<file path="config.mk">
export PLATFORM = sky130hd
export DESIGN_NAME = xirq_gen_top
export DESIGN_NICKNAME = d
export VERILOG_FILES = /design/src/rtl/xirq_pkg.sv /design/src/rtl/xirq_decode.sv /design/src/rtl/xirq_slot.sv /design/src/rtl/xirq_readback.sv /design/src/rtl/xirq_gen_top.sv
export SDC_FILE = /design/constraint.sdc
export NUM_CORES = 1
export LEC_CHECK = 0
export BUFFER_PORTS_ARGS = -buffer_cell sky130_fd_sc_hd__buf_2
export CORE_MARGIN = 2
export CORE_UTILIZATION = 49
export CTS_CLUSTER_DIAMETER = 100
export CTS_CLUSTER_SIZE = 12
export DETAILED_ROUTE_END_ITERATION = 8
export PLACE_DENSITY_LB_ADDON = 0.12
export SYNTH_ARGS = -nofsm -noshare
export SYNTH_HDL_FRONTEND = slang
export SYNTH_SLANG_ARGS = --single-unit
</file>
<file path="constraint.sdc">
create_clock -name clk -period 1.27 [get_ports clk]
set_input_delay 0.254 -clock clk [delete_from_list [all_inputs] [get_ports clk]]
set_output_delay 0.254 -clock clk [all_outputs]
set_load 0.01 [all_outputs]
</file>
<file path="src/rtl/xirq_pkg.sv">
package xirq_pkg;

    localparam int MAX_CORES = 4;
    localparam int ID_W      = $clog2(MAX_CORES);

    typedef enum logic [2:0] {
        OP_NOP    = 3'd0,
        OP_RAISE  = 3'd1,
        OP_STATUS = 3'd2,
        OP_SOURCE = 3'd3,
        OP_ACK    = 3'd4
    } xirq_op_e;

    typedef struct packed {
        xirq_op_e        op;
        logic [ID_W-1:0] core;
        logic [ID_W-1:0] param;
    } xirq_cmd_t;

    function automatic logic id_in_range(input logic [ID_W-1:0] id, input int n);
        return ({1'b0, id} < (ID_W+1)'(n));
    endfunction

endpackage

</file>
<file path="src/rtl/xirq_decode.sv">
module xirq_decode
    import xirq_pkg::*;
#(
    parameter int NUM_CORES = 4
) (
    input  logic                                cmd_valid,
    input  xirq_cmd_t                           cmd,
    output logic [NUM_CORES-1:0][NUM_CORES-1:0] set_m,
    output logic [NUM_CORES-1:0][NUM_CORES-1:0] clr_m,
    output logic                                rd_status,
    output logic                                rd_source
);

    logic core_ok;
    logic param_ok;

    always_comb begin
        core_ok   = id_in_range(cmd.core, NUM_CORES);
        param_ok  = id_in_range(cmd.param, NUM_CORES);
        set_m     = '0;
        clr_m     = '0;
        rd_status = 1'b0;
        rd_source = 1'b0;
        if (cmd_valid && core_ok) begin
            for (int t = 0; t < NUM_CORES; t++) begin
                for (int s = 0; s < NUM_CORES; s++) begin
                    // raise: row = target (param), column = sender (core)
                    if (cmd.op == OP_RAISE && param_ok && cmd.param != cmd.core &&
                        cmd.param == ID_W'(t) && cmd.core == ID_W'(s))
                        set_m[t][s] = 1'b1;
                    // acknowledge: row = issuer, column = sender named by param
                    if (cmd.op == OP_ACK && param_ok &&
                        cmd.core == ID_W'(t) && cmd.param == ID_W'(s))
                        clr_m[t][s] = 1'b1;
                end
            end
            rd_status = (cmd.op == OP_STATUS) && param_ok;
            rd_source = (cmd.op == OP_SOURCE);
        end
    end

endmodule

</file>
<file path="src/rtl/xirq_slot.sv">
module xirq_slot #(
    parameter int NUM_CORES = 4
) (
    input  logic                 clk,
    input  logic                 rst,
    input  logic [NUM_CORES-1:0] set_i,
    input  logic [NUM_CORES-1:0] clr_i,
    output logic [NUM_CORES-1:0] src_o,
    output logic                 irq_o
);

    logic [NUM_CORES-1:0] src_q;

    always_ff @(posedge clk) begin
        if (rst) src_q <= '0;
        else     src_q <= (src_q | set_i) & ~clr_i;
    end

    assign src_o = src_q;
    assign irq_o = |src_q;

    // a cleared bit never survives the edge that clears it
    p_clr_wins_r6: assert property (@(posedge clk) disable iff (rst)
        (clr_i != '0) |=> ((src_q & $past(clr_i)) == '0));

endmodule

</file>
<file path="src/rtl/xirq_readback.sv">
module xirq_readback
    import xirq_pkg::*;
#(
    parameter int NUM_CORES = 4
) (
    input  logic                                clk,
    input  logic                                rst,
    input  logic                                rd_status,
    input  logic                                rd_source,
    input  logic [ID_W-1:0]                     core,
    input  logic [ID_W-1:0]                     param,
    input  logic [NUM_CORES-1:0][NUM_CORES-1:0] src,
    output logic [NUM_CORES-1:0]                rb_o
);

    logic [NUM_CORES-1:0] rb_q;
    logic                 pend_sel;
    logic [NUM_CORES-1:0] map_sel;

    always_comb begin
        pend_sel = 1'b0;
        map_sel  = '0;
        for (int t = 0; t < NUM_CORES; t++) begin
            if (param == ID_W'(t)) pend_sel = |src[t];
            if (core == ID_W'(t))  map_sel  = src[t];
        end
    end

    always_ff @(posedge clk) begin
        if (rst)            rb_q <= '0;
        else if (rd_status) rb_q <= NUM_CORES'(pend_sel);
        else if (rd_source) rb_q <= map_sel;
    end

    assign rb_o = rb_q;

    // readback holds unless a query is taken
    p_rb_hold_r8: assert property (@(posedge clk) disable iff (rst)
        !(rd_status || rd_source) |=> $stable(rb_q));

endmodule

</file>
<file path="src/rtl/xirq_gen_top.sv">
module xirq_gen_top
    import xirq_pkg::*;
#(
    parameter int NUM_CORES = 4
) (
    input  logic                 clk,
    input  logic                 rst,
    input  logic                 cmd_valid,
    input  logic [ID_W-1:0]      cmd_core,
    input  logic [2:0]           cmd_op,
    input  logic [ID_W-1:0]      cmd_param,
    output logic [NUM_CORES-1:0] readback,
    output logic [NUM_CORES-1:0] irq
);

    xirq_cmd_t                           cmd;
    logic [NUM_CORES-1:0][NUM_CORES-1:0] set_m;
    logic [NUM_CORES-1:0][NUM_CORES-1:0] clr_m;
    logic [NUM_CORES-1:0][NUM_CORES-1:0] src;
    logic                                rd_status;
    logic                                rd_source;

    assign cmd.op    = xirq_op_e'(cmd_op);
    assign cmd.core  = cmd_core;
    assign cmd.param = cmd_param;

    xirq_decode #(.NUM_CORES(NUM_CORES)) u_dec (
        .cmd_valid (cmd_valid),
        .cmd       (cmd),
        .set_m     (set_m),
        .clr_m     (clr_m),
        .rd_status (rd_status),
        .rd_source (rd_source)
    );

    for (genvar t = 0; t < NUM_CORES; t++) begin : g_slot
        xirq_slot #(.NUM_CORES(NUM_CORES)) u_slot (
            .clk   (clk),
            .rst   (rst),
            .set_i (set_m[t]),
            .clr_i (clr_m[t]),
            .src_o (src[t]),
            .irq_o (irq[t])
        );

        // a legal raise sets the sender bit and the line
        p_raise_sets_r1: assert property (@(posedge clk) disable iff (rst)
            (cmd_valid && cmd_op == OP_RAISE && cmd_param == ID_W'(t) &&
             cmd_core != cmd_param && id_in_range(cmd_core, NUM_CORES))
            |=> (src[t][$past(cmd_core)] && irq[t]));

        // acknowledge clears exactly the named bit
        p_ack_exact_r6: assert property (@(posedge clk) disable iff (rst)
            (cmd_valid && cmd_op == OP_ACK && cmd_core == ID_W'(t) &&
             id_in_range(cmd_param, NUM_CORES))
            |=> (src[t] == ($past(src[t]) & ~(NUM_CORES'(1) << $past(cmd_param)))));

        // clearing the last sender drops the line on the next edge
        p_irq_drop_r7: assert property (@(posedge clk) disable iff (rst)
            (cmd_valid && cmd_op == OP_ACK && cmd_core == ID_W'(t) &&
             src[t] == (NUM_CORES'(1) << cmd_param))
            |=> !irq[t]);
    end

    xirq_readback #(.NUM_CORES(NUM_CORES)) u_rb (
        .clk       (clk),
        .rst       (rst),
        .rd_status (rd_status),
        .rd_source (rd_source),
        .core      (cmd_core),
        .param     (cmd_param),
        .src       (src),
        .rb_o      (readback)
    );

    // self-directed raise is inert
    p_self_noop_r2: assert property (@(posedge clk) disable iff (rst)
        (cmd_valid && cmd_op == OP_RAISE && cmd_core == cmd_param) |=> $stable(src));

    // a raise on an already-set bit leaves the state as is
    p_dup_stable_r10: assert property (@(posedge clk) disable iff (rst)
        (cmd_valid && cmd_op == OP_RAISE && id_in_range(cmd_core, NUM_CORES) &&
         id_in_range(cmd_param, NUM_CORES) && src[cmd_param][cmd_core])
        |=> $stable(src));

    // status query reports pending state of the target
    p_status_r3: assert property (@(posedge clk) disable iff (rst)
        (cmd_valid && cmd_op == OP_STATUS && id_in_range(cmd_core, NUM_CORES) &&
         id_in_range(cmd_param, NUM_CORES))
        |=> (readback == NUM_CORES'($past(irq[cmd_param]))));

endmodule

</file>
Yosys cells after proc, flatten, opt, wreduce, memory -nomap -nowiden
Cells that the tools add are included.

Bits in registers: 20. Input bits: 10. Output and inout port bits: 8. Logic and storage cells: 124.

Equality and inequality tests: 11. Multiplexer cells: 46. Bitwise gates (word level): 12. Reductions and logical operators: 49.

Operators by type and width (count): $logic_and 1x1->1 (41); $mux 1 (40); $mux 16 (2); $and 4x4->4 (4); $mux 4 (4); $not 4->4 (4); $or 4x4->4 (4); $reduce_or 4->1 (4); $eq 2x2->1 const B (4); $eq 3x2->1 const B (2); $eq 2x1->1 const B (2); $logic_not 2->1 (2); $eq 3x1->1 const B (1); $eq 3x3->1 const B (1); $ne 2x2->1 (1); $reduce_bool 2->1 (1); $reduce_or 2->1 (1).

Logic depth before layout (Yosys ltp)
Gate-level depths: netlist of run 1.

Depth after elaboration: 8. Depth in mapped cells: 5. Gate-level depth less buffers: 4.

Hierarchy
Synthesis of run 1 repeated with hierarchy kept, for this count alone.

Cells, all modules: 128. Area total of the unflattened synthesis: 1098.6 um^2.

Modules (own cells, without submodules): xirq_slot (times used 4, cells each 13, area each 122.6 um^2, sequential area each 80.1 um^2); xirq_readback (times used 1, cells each 25, area each 321.6 um^2, sequential area each 80.1 um^2); xirq_decode (times used 1, cells each 51, area each 286.5 um^2, sequential area each 0.0 um^2).

Worst setup path before layout of run 1
Ideal clock, no wire load.

Path type: in2reg. Start: input port cmd_op[1]. End: register g_slot[2].u_slot.src_q[1]. Setup time: 0.086 ns. Data arrival time: 1.301 ns. Required time: 1.184 ns. Path slack: -0.116 ns. Cell stages on the path: 4. Buffers on the path: 0. Path through: or3b_4 -> a2111oi_4 -> a31oi_1 -> a211oi_1.

Longest elaborated chain between the ends: 8. Elaborated cells on any way between the ends: 14. Those cells by class: eq/ne: 2; mux: 4; bitwise: 3; reduce/logical: 5.

Ends and longest elaborated chain: start: declaration (line xirq_gen_top.sv:10) `input logic [2:0] cmd_op,`; $eq 3x1->1 (line xirq_decode.sv:28) `if (cmd.op == OP_RAISE && param_ok && cmd.param != cmd.core &&`; $logic_and 1x1->1 (2 in a row) (line xirq_decode.sv:28); $logic_and 1x1->1 (line xirq_decode.sv:29) `cmd.param == ID_W'(t) && cmd.core == ID_W'(s))`; $mux 1 (line xirq_decode.sv:28); $mux 16 (line xirq_decode.sv:24) `if (cmd_valid && core_ok) begin`; $or 4x4->4 (line xirq_slot.sv:16) `else src_q <= (src_q | set_i) & ~clr_i;`; $and 4x4->4 (*) (line xirq_slot.sv:16); end signal: assignment (line xirq_slot.sv:16); end: declaration (line xirq_slot.sv:12) `logic [NUM_CORES-1:0] src_q;`.

Every way passes the cells marked *; elsewhere a longest branch is shown, timed or not. A chain may end at the register's enable or synchronous reset.

Worst setup path in the final report of run 1
Start: register g_slot[3].u_slot.src_q[2]. End: output port irq[3].

Longest elaborated chain between the ends: 1.

Ends and longest elaborated chain: start: declaration (line xirq_slot.sv:12); start signal: assignment (line xirq_slot.sv:16); $reduce_or 4->1 (line xirq_slot.sv:20) `assign irq_o = |src_q;`; end: declaration (line xirq_gen_top.sv:13) `output logic [NUM_CORES-1:0] irq`.

Every way passes these cells.

==> impl_metrics.toml, run 1 <==
[clock_network]
htreeDepth = 1
clockRootBuffer = "clkbuf_4"
clk_pin_slew_ns = 0.11
clkLatencyLatePin_ns = 0.30
holdBufCountCts = 0
cts_inserted_buffers = 3
cts_tree = "done"
clockBufferDepth = 2
cts_sinks = 20

[power_and_ir_drop]
power.density_nw_per_um2 = 883.1
peakVddDrop_mv = 0.7373
power.leakage_uw = 0.0006288

[run_status]
violations = "negative setup slack"
outcome = "finished, violations left"

[drt]
ant_nets = 0
firstDrtPassIters = 4
vias = 1079
drt-total-wl_um = 3072
drt-initial-drc-count = 16
drc = 0
wl_per_cell_um = 17.36
vias_per_cell = 6.096

[floorplan]
num_io_pins = 18
die_w_um = 50.54
rows = 16
coreArea_um2 = 2002
start_util_pct = 53.00
die_area_um2 = 2554
die_y_um = 50.54

[critical_path]
crit_type = "register to primary output"
r2r_end = "u_rb.rb_o[0]"
r2r_setup_slack_ns = -0.15
required_ns = 1.02
worstPathArrival_ns = 1.33
startpoint = "g_slot[3].u_slot.src_o[2]"
r2r.worst_path.cells = 4
rr_startpoint = "g_slot[3].u_slot.src_o[0]"
cp_max_fo = 2
cp_cell_sequence = "or4_4, buf_6"
critPathLaunchType = "register"
crit_path_end_kind = "primary output"
cpPeakStageDelay_ns = 0.56
slowest_stage = "or4_4"

[sta]
min_period_ns = 1.586
finalSetupTns_ns = -1.486
slew_violations = 0
max_slew_margin_pct = 78.63
clock_skew_ns = 0.002491
fmax_mhz = 630.3
finalCritPeriodShare_pct = 124.9
hold_viol_final = 0
fin_ws_ns = -0.3165
worst_pin_slew_ns = 0.3205
rsz0062_at_grt = "true"
setup_viol = 7

[finish]
antenna_cells_inserted = 0
stdcell_area_um2 = 1493
layout-drive-gt1-share_pct = 50.00
fillers = 145
final_cells = 177
final_common_cell = "buf_4"
fin_util_pct = 74.56
area_growth_pct = 40.68
final_cell_mix = "buf_4 (28), a211oi_1 (12), dfxtp_1 (12), buf_2 (12), a21oi_1 (10)"
fin_nets = 161

[placement]
placed_cell_area_um2 = 1345
dp_slack_ns = -0.2878
dp.cells = 172
gp_congestion = 0.8733
io_buffers = 17
hpwl_um = 2265

[synth]
syn_area_per_cell_um2 = 9.646
yosys.area.top_type = "dfxtp_1"
yosysTopAreaCellShare_pct = 37.74
yosys_warnings = 0
ys_types = 28
seq_area_frac_synth_pct = 37.74
ys_ff_latch = 20
syn_nets = 120
synthTopCellsByArea = "dfxtp_1 (38%), a211oi_1 (8.5%), mux4_2 (8.5%)"
syn_area_um2 = 1061
synthCells = 110

[global_routing]
grt_overflow = 0
grt_start_max_net_pins = 14
track_usage_pct = 25.90
grt_pass1_wl_um = 4850
grt_pass1_vias = 1071
antenna_found_initial = 0

[job]
maxCapViolCount = 0

[min_path]
hold_end = "g_slot[1].u_slot.src_o[2]"
hold_class = "input port to register"
hold_depth = 2
min-delay-start = "rst"
[critical path, delay by kind of cell, from the launching register on]
kind	cells	cell delay (ns)
buffers and inverters	1	0.14
DFF	1	0.33
and+or+nand+nor	1	0.56
[cells in the mapped netlist]
cell type	count
dfxtp_1	20
a211oi_1	12
a21oi_1	10
nand2_1	7
nor2_1	7
a31oi_1	6
clkbuf_1	5
and3_1	4
buf_4	4
mux4_2	4
or4_1	4
a22oi_1	3
inv_1	3
mux2i_1	3
nor3_1	3
nor3b_1	3
a2111oi_4	1
a21o_1	1
a31o_1	1
buf_2	1
inv_2	1
nand3b_1	1
nor2b_1	1
nor3b_2	1
nor4_2	1
nor4b_1	1
nor4b_4	1
or3b_4	1
[cell families (layout without fill, tap and decap cells)]
family          count (synthesis)  count (layout)  synth area share [%]
buf+inv                        14              54                 6.485
simple gates                   35              35                 21.46
compound gates                 34              34                 23.00
flops                          20              20                 37.74
mux                             7               7                 11.32
[worst max path at each step]
stage / end / cells past startpoint
6_report: irq[3] / 2
4_1_cts: irq[2] / 2
5_1_grt: irq[3] / 2
3_5_place_dp: g_slot[1].u_slot.src_o[3] / 5
3_3_place_gp: g_slot[1].u_slot.src_o[0] / 5
2_1_floorplan: g_slot[1].u_slot.src_o[0] / 4
[sequential cells by signal, summed over array words and instances, names as in the netlist]
signal               cells
g_slot.u_slot.src_o     16
u_rb.rb_o                4
[per-layer routing]
layer / global-route usage (%) / wire length [um]
met5: 0 / 0
met4: 10.36 / 56
met3: 5.655 / 234
met2: 44.08 / 1500
met1: 31.69 / 1280
[layout make-up]
| cell class | instances | area, um2 | share of cell area (%) |
|---|---|---|---|
| Clock buffer | 3 | 22.52 | 1.509 |
| Timing Repair Buffer | 46 | 337.8 | 22.63 |
| Inverter | 4 | 15.01 | 1.006 |
| Tap cell | 27 | 33.78 | 2.263 |
| Clock inverter | 1 | 30.03 | 2.012 |
| Multi-Input combinational cell | 76 | 640.6 | 42.92 |
| Sequential cell | 20 | 412.9 | 27.66 |
[where the power goes]
part	switching (uW)	internal (uW)	total, uW	leakage (uW)
registers	0.935	626	627	0.000165
logic	99.0	75.1	174	0.000435
clock network	198	319	517	0.0000279
[per-stage QoR]
stage	power (uW)	hold slack, ns
after global placement	802.7	0.4488
after floorplan	727.5	0.4169
final	1318	0.2471
after detailed placement	804.3	0.4517
after CTS	1321	0.2078
after global routing	1360	0.2377
[repair_timing]
action | 4_1_cts | 5_1_grt
endpoints found under the setup margin | 5 | 11
pin swaps | 4 | 10
gates resized for setup | 13 | 10
buffers inserted | 1 | 1
Power figures use the tool's default switching activity.
==> run 2: changes to the inputs <==
--- a/config.mk
+++ b/config.mk
@@ -5,9 +5,11 @@
 export SDC_FILE = /design/constraint.sdc
 export NUM_CORES = 1
 export LEC_CHECK = 0
+export ABC_CLOCK_PERIOD_IN_PS = 1270
 export BUFFER_PORTS_ARGS = -buffer_cell sky130_fd_sc_hd__buf_2
 export CORE_MARGIN = 2
-export CORE_UTILIZATION = 49
+export CORE_UTILIZATION = 51
+export CTS_BUF_LIST = sky130_fd_sc_hd__clkbuf_8
 export CTS_CLUSTER_DIAMETER = 100
 export CTS_CLUSTER_SIZE = 12
 export DETAILED_ROUTE_END_ITERATION = 8
==> impl_metrics.toml, run 2 (synthesis results as in run 1) <==
[run_status]
outcome = "finished, violations left"
violations = "negative setup slack"

[sta]
worst_pin_slew_ns = 0.3281
min_period_ns = 1.550
setup_viol = 8
max_slew_margin_pct = 78.05
rsz0062_at_grt = "true"
slew_violations = 0
hold_viol_final = 0
clock_skew_ns = 0.0007588
fin_ws_ns = -0.2796
holdWs_ns = 0.3537
finalCritPeriodShare_pct = 122.0
fmax_mhz = 645.3

[clock_network]
clockBufferDepth = 2
cts_tree = "done"
clkLatencyLatePin_ns = 0.26
cts_sinks = 20
cts_inserted_buffers = 3
clk_pin_slew_ns = 0.08
clockRootBuffer = "clkbuf_8"
holdBufCountCts = 0
htreeDepth = 1

[power_and_ir_drop]
intPower_uw = 1129
power_frac_comb_pct = 12.6
power_uw = 1450
p_sw_share_pct = 22.11
power.switching_uw = 320.5
peakVddDrop_mv = 0.8399
power.leakage_uw = 0.0006692
power.density_nw_per_um2 = 920.9
clkPwrFrac_pct = 44.1
seq_power_share_pct = 43.4

[min_path]
min-delay-start = "rst"
hold_class = "input port to register"

[global_routing]
track_usage_pct = 27.44
antenna_found_initial = 0
grt_start_max_net_pins = 16
grt_pass1_wl_um = 5071
grt_overflow = 0
grt_pass1_vias = 1063

[floorplan]
die_w_um = 49.61
rows = 16
die_y_um = 49.61
num_io_pins = 18
coreArea_um2 = 1962
die_area_um2 = 2461
start_util_pct = 54.08

[drt]
drc = 0
vias_per_cell = 6.093
wl_per_cell_um = 18.19
ant_nets = 0
drt-initial-drc-count = 50
firstDrtPassIters = 5
drt-total-wl_um = 3329
vias = 1115

[placement]
dp_slack_ns = -0.3119
placed_cell_area_um2 = 1383
hpwl_um = 2340
io_buffers = 17
gp_congestion = 0.9139

[finish]
final_cell_mix = "buf_4 (30), buf_2 (12), dfxtp_1 (11), buf_6 (10)"
antenna_cells_inserted = 0
fin_util_pct = 80.23
stdcell_area_um2 = 1574
area_growth_pct = 48.35
fin_nets = 167
largest_reg_flops = 16
final_common_cell = "buf_4"
layout-drive-gt1-share_pct = 54.49

[critical_path]
critPathLaunchType = "register"
crit_family = "simple AND/OR/NAND/NOR gates"
cp_num_buf_inv = 1
required_ns = 1.02
crit_type = "register to primary output"
worstPathArrival_ns = 1.30
slowest_stage = "or4_4"
startpoint = "g_slot[3].u_slot.src_o[3]"
crit_path_end_kind = "primary output"
cp_cell_sequence = "or4_4, buf_6"
cp_max_fo = 2
rr_startpoint = "g_slot[1].u_slot.src_o[1]"
cpPeakStageDelay_ns = 0.56

[job]
maxCapViolCount = 0
## run 2: what timing repair did
action / 4_1_cts / 5_1_grt
buffers inserted: 1 / 1
gates resized for setup: 7 / 22
endpoints found under the hold margin: 0 / 0
endpoints found under the setup margin: 7 / 17
pin swaps: 4 / 12
## run 2: path summary, 6_finish.rpt
path                                                  end  cells after the start  slack (ns)
worst max-delay path                               irq[3]                      2       -0.28
worst min-delay path                         u_rb.rb_o[0]                      3        0.35
worst max register to register               u_rb.rb_o[0]                      5       -0.22
worst min register to register  g_slot[0].u_slot.src_o[0]                      2        0.48
## run 2: power groups by stage
stage,clock (uW),combinational (uW),sequential (uW)
after CTS,640,170,629
after global routing,658,193,629
after floorplan,0,84.3,643
after global placement,0,165,643
final,639,182,628
after detailed placement,0,166,643
## run 2: cell type report
cell class                      count  area [um2]
Clock buffer                        3       41.29
Sequential cell                    20       411.6
Inverter                            4       15.01
Fill cell                         127       387.9
Tap cell                           27       33.78
Multi-Input combinational cell     76       644.4
Clock inverter                      1       30.03
Timing Repair Buffer               52       397.9
## run 2: metal layers
layer | share of wire, % | global-route usage [%] | vias up
met1 | 37 | 36.29 | 521
li1 | - | - | 512
met5 | 0 | 0 | -
met4 | 2.8 | 10.65 | 0
met3 | 10 | 3.030 | 15
met2 | 50 | 45.78 | 67
## run 2: per-stage QoR
stage	setup TNS [ns]	std cells
5_1_grt	-1.833	183
2_1_floorplan	-0.3795	110
3_3_place_gp	-2.926	177
3_5_place_dp	-3.413	177
4_1_cts	-1.183	182
6_report	-1.279	183
## run 2: worst min-delay path, cell delays in order
cell and delay (ns):
buf_2 0.11, nor3_1 0.05, a21o_1 0.16
